==> config.mk <==
export PLATFORM = sky130hd
export DESIGN_NAME = burst_addr_gen
export DESIGN_NICKNAME = d
export VERILOG_FILES = /design/src/rtl/burst_pkg.sv /design/src/rtl/burst_beat_counter.sv /design/src/rtl/burst_base_reg.sv /design/src/rtl/burst_order_map.sv /design/src/rtl/burst_addr_gen.sv
export SDC_FILE = /design/constraint.sdc
export NUM_CORES = 1
export LEC_CHECK = 0
export CAP_MARGIN = 5
export CELL_PAD_IN_SITES_DETAIL_PLACEMENT = 1
export CELL_PAD_IN_SITES_GLOBAL_PLACEMENT = 1
export CORE_UTILIZATION = 27
export CTS_CLUSTER_SIZE = 14
export DETAILED_ROUTE_END_ITERATION = 10
export PLACE_DENSITY = 0.86
export REMOVE_ABC_BUFFERS = 1
export SLEW_MARGIN = 20
export SYNTH_ARGS = -nofsm -noshare
export SYNTH_HDL_FRONTEND = slang
export SYNTH_SLANG_ARGS = --single-unit
==> constraint.sdc <==
create_clock -name clk -period 1.35 [get_ports clk]
set_input_delay 0.27 -clock clk [delete_from_list [all_inputs] [get_ports clk]]
set_output_delay 0.27 -clock clk [all_outputs]
set_load 0.01 [all_outputs]
==> src/rtl/burst_pkg.sv <==
package burst_pkg;

    typedef enum logic {
        ORDER_LINEAR      = 1'b0,
        ORDER_INTERLEAVED = 1'b1
    } order_e;

    typedef enum logic [1:0] {
        CMD_HOLD = 2'd0,
        CMD_LOAD = 2'd1,
        CMD_STEP = 2'd2
    } cmd_e;

    // Stall dominates, then load, then advance.
    function automatic cmd_e decode_cmd(input logic stall, input logic load, input logic advance);
        if (stall)   return CMD_HOLD;
        if (load)    return CMD_LOAD;
        if (advance) return CMD_STEP;
        return CMD_HOLD;
    endfunction

endpackage

==> src/rtl/burst_beat_counter.sv <==
module burst_beat_counter
    import burst_pkg::*;
#(
    parameter int BEAT_W = 2
) (
    input  logic              clk,
    input  logic              rst,
    input  cmd_e              cmd,
    output logic [BEAT_W-1:0] beat
);

    localparam logic [BEAT_W-1:0] ONE = BEAT_W'(1);

    always_ff @(posedge clk) begin
        if (rst) begin
            beat <= '0;
        end else begin
            case (cmd)
                CMD_LOAD: beat <= '0;
                CMD_STEP: beat <= beat + ONE;
                default:  beat <= beat;
            endcase
        end
    end

    assert_clear_on_load_R2: assert property (@(posedge clk) disable iff (rst)
        (cmd == CMD_LOAD) |=> (beat == '0));

    assert_step_wraps_R5: assert property (@(posedge clk) disable iff (rst)
        (cmd == CMD_STEP) |=> (beat == $past(beat) + ONE));

    assert_counter_hold_R7: assert property (@(posedge clk) disable iff (rst)
        (cmd == CMD_HOLD) |=> $stable(beat));

endmodule

==> src/rtl/burst_base_reg.sv <==
module burst_base_reg
    import burst_pkg::*;
#(
    parameter int ADDR_W = 20
) (
    input  logic              clk,
    input  logic              rst,
    input  cmd_e              cmd,
    input  logic [ADDR_W-1:0] start_addr,
    output logic [ADDR_W-1:0] base
);

    always_ff @(posedge clk) begin
        if (rst) begin
            base <= '0;
        end else if (cmd == CMD_LOAD) begin
            base <= start_addr;
        end
    end

    assert_capture_R2: assert property (@(posedge clk) disable iff (rst)
        (cmd == CMD_LOAD) |=> (base == $past(start_addr)));

    assert_base_kept_R6: assert property (@(posedge clk) disable iff (rst)
        (cmd != CMD_LOAD) |=> $stable(base));

endmodule

==> src/rtl/burst_order_map.sv <==
module burst_order_map
    import burst_pkg::*;
#(
    parameter int BEAT_W = 2
) (
    input  order_e            order,
    input  logic [BEAT_W-1:0] start_low,
    input  logic [BEAT_W-1:0] beat,
    output logic [BEAT_W-1:0] low
);

    logic [BEAT_W-1:0] lin_low;
    logic [BEAT_W-1:0] ilv_low;

    // Linear: modular sum, wraps naturally in BEAT_W bits.
    assign lin_low = start_low + beat;

    // Interleaved: bitwise toggling of the start bits by the beat number.
    for (genvar b = 0; b < BEAT_W; b++) begin : g_ilv
        assign ilv_low[b] = start_low[b] ^ beat[b];
    end

    always_comb begin
        case (order)
            ORDER_INTERLEAVED: low = ilv_low;
            default:           low = lin_low;
        endcase
    end

endmodule

==> src/rtl/burst_addr_gen.sv <==
module burst_addr_gen
    import burst_pkg::*;
#(
    parameter int ADDR_W = 20,
    parameter int BEAT_W = 2
) (
    input  logic              clk,
    input  logic              rst,
    input  logic              stall,
    input  logic              load,
    input  logic              advance,
    input  logic [ADDR_W-1:0] start_addr,
    input  logic              interleave,
    output logic [ADDR_W-1:0] addr
);

    localparam int HI_W = ADDR_W - BEAT_W;

    cmd_e              cmd;
    order_e            order;
    logic [ADDR_W-1:0] base;
    logic [BEAT_W-1:0] beat;
    logic [BEAT_W-1:0] low;

    assign cmd   = decode_cmd(stall, load, advance);
    assign order = order_e'(interleave);

    burst_base_reg #(.ADDR_W(ADDR_W)) u_base (
        .clk        (clk),
        .rst        (rst),
        .cmd        (cmd),
        .start_addr (start_addr),
        .base       (base)
    );

    burst_beat_counter #(.BEAT_W(BEAT_W)) u_beat (
        .clk  (clk),
        .rst  (rst),
        .cmd  (cmd),
        .beat (beat)
    );

    burst_order_map #(.BEAT_W(BEAT_W)) u_map (
        .order     (order),
        .start_low (base[BEAT_W-1:0]),
        .beat      (beat),
        .low       (low)
    );

    assign addr = {base[ADDR_W-1:BEAT_W], low};

    assert_reset_zero_R1: assert property (@(posedge clk)
        rst |=> (addr == '0));

    assert_load_visible_R2: assert property (@(posedge clk) disable iff (rst)
        (!stall && load) |=> (addr == $past(start_addr)));

    assert_upper_fixed_R6: assert property (@(posedge clk) disable iff (rst)
        (!stall && !load) |=> (addr[ADDR_W-1:BEAT_W] == $past(addr[ADDR_W-1:BEAT_W])));

    assert_stall_freeze_R7: assert property (@(posedge clk) disable iff (rst)
        (stall && $stable(interleave)) |=> ((addr == $past(addr)) || (interleave != $past(interleave))));

    assert_idle_hold_R9: assert property (@(posedge clk) disable iff (rst)
        (!stall && !load && !advance) |=> ((addr == $past(addr)) || (interleave != $past(interleave))));

endmodule

==> flow_metrics.env <==
export IMPL_critical_path_buf_inv_count=1
export IMPL_synth_cell_types=14
export IMPL_period_share=1.09
export IMPL_port_buffers=45
export IMPL_fmaxAchievable_mhz=680
export IMPL_syn_area_per_cell_sq_um=7.85
export IMPL_insertion_delay_ns=0.29
export IMPL_grt_use_total=0.141
export IMPL_hold_viol_final=0
export IMPL_worstPathArrival_ns=1.20
export IMPL_p_leak_nw=0.594
export IMPL_dpl_hpwl_mm=2.05
export IMPL_cp_slowest_cell="dfxtp_2"
export IMPL_final_cell_mix="41 x nand2_1, 25 x clkdlybuf4s50_1, 23 x a21oi_1"
export IMPL_boundaryPins=46
export IMPL_setup_violations=1
export IMPL_clk_pin_slew_ns=0.11
export IMPL_grt_overflow_total=0
export IMPL_p_total_w=0.00121
export IMPL_clockRootBuffer="clkbuf_4"
export IMPL_rsz0062_at_grt="yes"
export IMPL_p_seq_frac=0.575
export IMPL_hold_depth=2
export IMPL_dr_pass1_iters=2
export IMPL_antenna_left=0
export IMPL_cell_internal_pwr_w=0.000916
export IMPL_wl_mm=2.69
export IMPL_cts_tree="yes"
export IMPL_numCtsBuffers=3
export IMPL_die_width_microns=61.5
export IMPL_finalMaxSlewViolations=0
export IMPL_synth_seq_cells=22
export IMPL_cp_required_ns=1.08
export IMPL_core_area_sq_um=3360
export IMPL_reg2reg_depth=3
export IMPL_grt_pass1_vias=919
export IMPL_power_switching_w=0.000291
export IMPL_tightest_slew_ns=0.202
export IMPL_violations="negative setup slack"
export IMPL_yosysSeqAreaShare=0.460
export IMPL_clock_sinks=22
export IMPL_antenna_cells=0
export IMPL_area_growth_pct=46.7
export IMPL_grt_pass1_wl_mm=3.88
export IMPL_power_density_nw_per_um2=859
export IMPL_final_util=0.417
export IMPL_fin_nets=181
export IMPL_cap_violations=0
export IMPL_hold_ws_ns=0.460
export IMPL_synthesis_area_sq_um=957
export IMPL_holdCritPathClass="flop to flop"
export IMPL_start_util=0.285
export IMPL_slew_headroom=0.864
export IMPL_critical_path_cell_chain="ha_4 -> nor2b_4 -> xnor2_2 -> buf_2"
export IMPL_ir_drop_v=0.000341
export IMPL_crit_family="flip-flops"
export IMPL_p_comb_frac=0.192
export IMPL_worst_slack_ns=-0.120
export IMPL_syn_inst=122
export IMPL_dieHeight_microns=61.5
export IMPL_synth_top_area_frac=0.460
export IMPL_critical_path_depth=4
export IMPL_worstSetupEndpointType="primary output"
export IMPL_wire_per_inst_microns=13.6
export IMPL_drc=0
export IMPL_path_class="flop to primary output"
export IMPL_synthTopCellsByArea="dfxtp_1 46%, nand2_1 16%, buf_4 14%"
export IMPL_final_common_cell="nand2_1"
export IMPL_post_cts_buffers=0
export IMPL_switching_share=0.241
export IMPL_yosysWarnings=0
export IMPL_status="complete, but fails checks"
export IMPL_synth_top_cell_by_area="dfxtp_1"
export IMPL_cts_hold_buf=0
export IMPL_fin_skew_ns=0.000112
export IMPL_slowest_delay_ns=0.38
export IMPL_h_tree_depth=1
export IMPL_gp_congestion=0.669
export IMPL_path_max_fanout=2
export IMPL_cts_buffer_depth=2
export IMPL_grt_max_degree=23
export IMPL_setup_worst_path_start_class="flop"
export IMPL_rows=21
export IMPL_drt_iter0_drc=17
export IMPL_fin_crit_ns=1.47
export IMPL_vias_per_cell=4.44
export IMPL_p_clk_frac=0.233
export IMPL_antenna_found_initial=0
export IMPL_dieArea_sq_um=3790
export IMPL_layout_drive_gt1_share=0.118
export IMPL_dr_total_vias=879
## logic make-up (layout without fill, tap and decap cells)
kind of cell,after synthesis,in the layout,synth area share
compound gates,25,25,0.131
flops,22,22,0.460
fa+ha+maj,1,1,0.0131
xor+xnor,2,2,0.0183
simple gates,47,47,0.204
buf+inv,25,55,0.174
## repair_timing
action,CTS,global route
gates resized for setup,31,3
endpoints found under the setup margin,20,2
pin swaps,1,1
## through the flow
| stage | TNS (ns) | cells | area [sq um] | worst slack [ns] |
|---|---|---|---|---|
| 2_1_floorplan | 0 | 97 | 791 | 0.0849 |
| 3_3_place_gp | -3.09 | 195 | 1380 | -0.403 |
| 3_5_place_dp | -4.12 | 195 | 1380 | -0.454 |
| 4_1_cts | -0.175 | 198 | 1380 | -0.175 |
| 5_1_grt | -0.199 | 198 | 1400 | -0.199 |
| 6_report | -0.120 | 198 | 1400 | -0.120 |
## worst register-to-register path, stage by stage (launching register included)
cell	delay, ns
dfxtp_2	0.36
buf_4	0.14
or4b_1	0.53
a21oi_1	0.15
## Yosys cell counts (all sizes together)
| library cell | count |
|---|---|
| o21ai | 2 |
| or4 | 1 |
| xnor2 | 2 |
| buf | 22 |
| dfxtp | 22 |
| or4b | 1 |
| ha | 1 |
| nand2 | 41 |
| clkbuf | 3 |
| or2b | 1 |
| nor2b | 2 |
| nor2 | 1 |
| a21oi | 23 |
## power groups by stage
stage	clock [W]	sequential, W	combinational [W]
after floorplan	0	0.000718	0.0000541
final	0.000281	0.000694	0.000232
after global placement	0	0.000705	0.000239
after global routing	0.000331	0.000698	0.000252
after detailed placement	0	0.000707	0.000251
after CTS	0.000304	0.000692	0.000233
## layer usage
| layer | vias to the layer above | GRT usage | wire length, microns |
|---|---|---|---|
| met4 | 0 | 0.0667 | 25 |
| met1 | 412 | 0.135 | 1020 |
| li1 | 435 | - | - |
| met2 | 28 | 0.284 | 1510 |
| met5 | - | 0 | 0 |
| met3 | 4 | 0.0273 | 138 |
## sequential cells by signal (all words and copies together), names as in the netlist
signal and count:
u_base.base 20, u_beat.beat 2
## final cells by class
type / count / area, sq um
clock buffers: 3 / 22.5
multi-input cells: 75 / 385
repair buffers: 52 / 495
fillers: 418 / 1960
well taps: 46 / 57.6
flip-flops and latches: 22 / 443
## worst paths after layout
check | start | endpoint | slack [ns]
min reg2reg | u_base.base[9] | u_base.base[9] | 0.46
max | u_base.base[0] | addr[1] | -0.12
max reg2reg | u_beat.beat[0] | u_beat.beat[0] | 0.10
min | u_base.base[9] | u_base.base[9] | 0.46
Power figures use the tool's default switching activity.
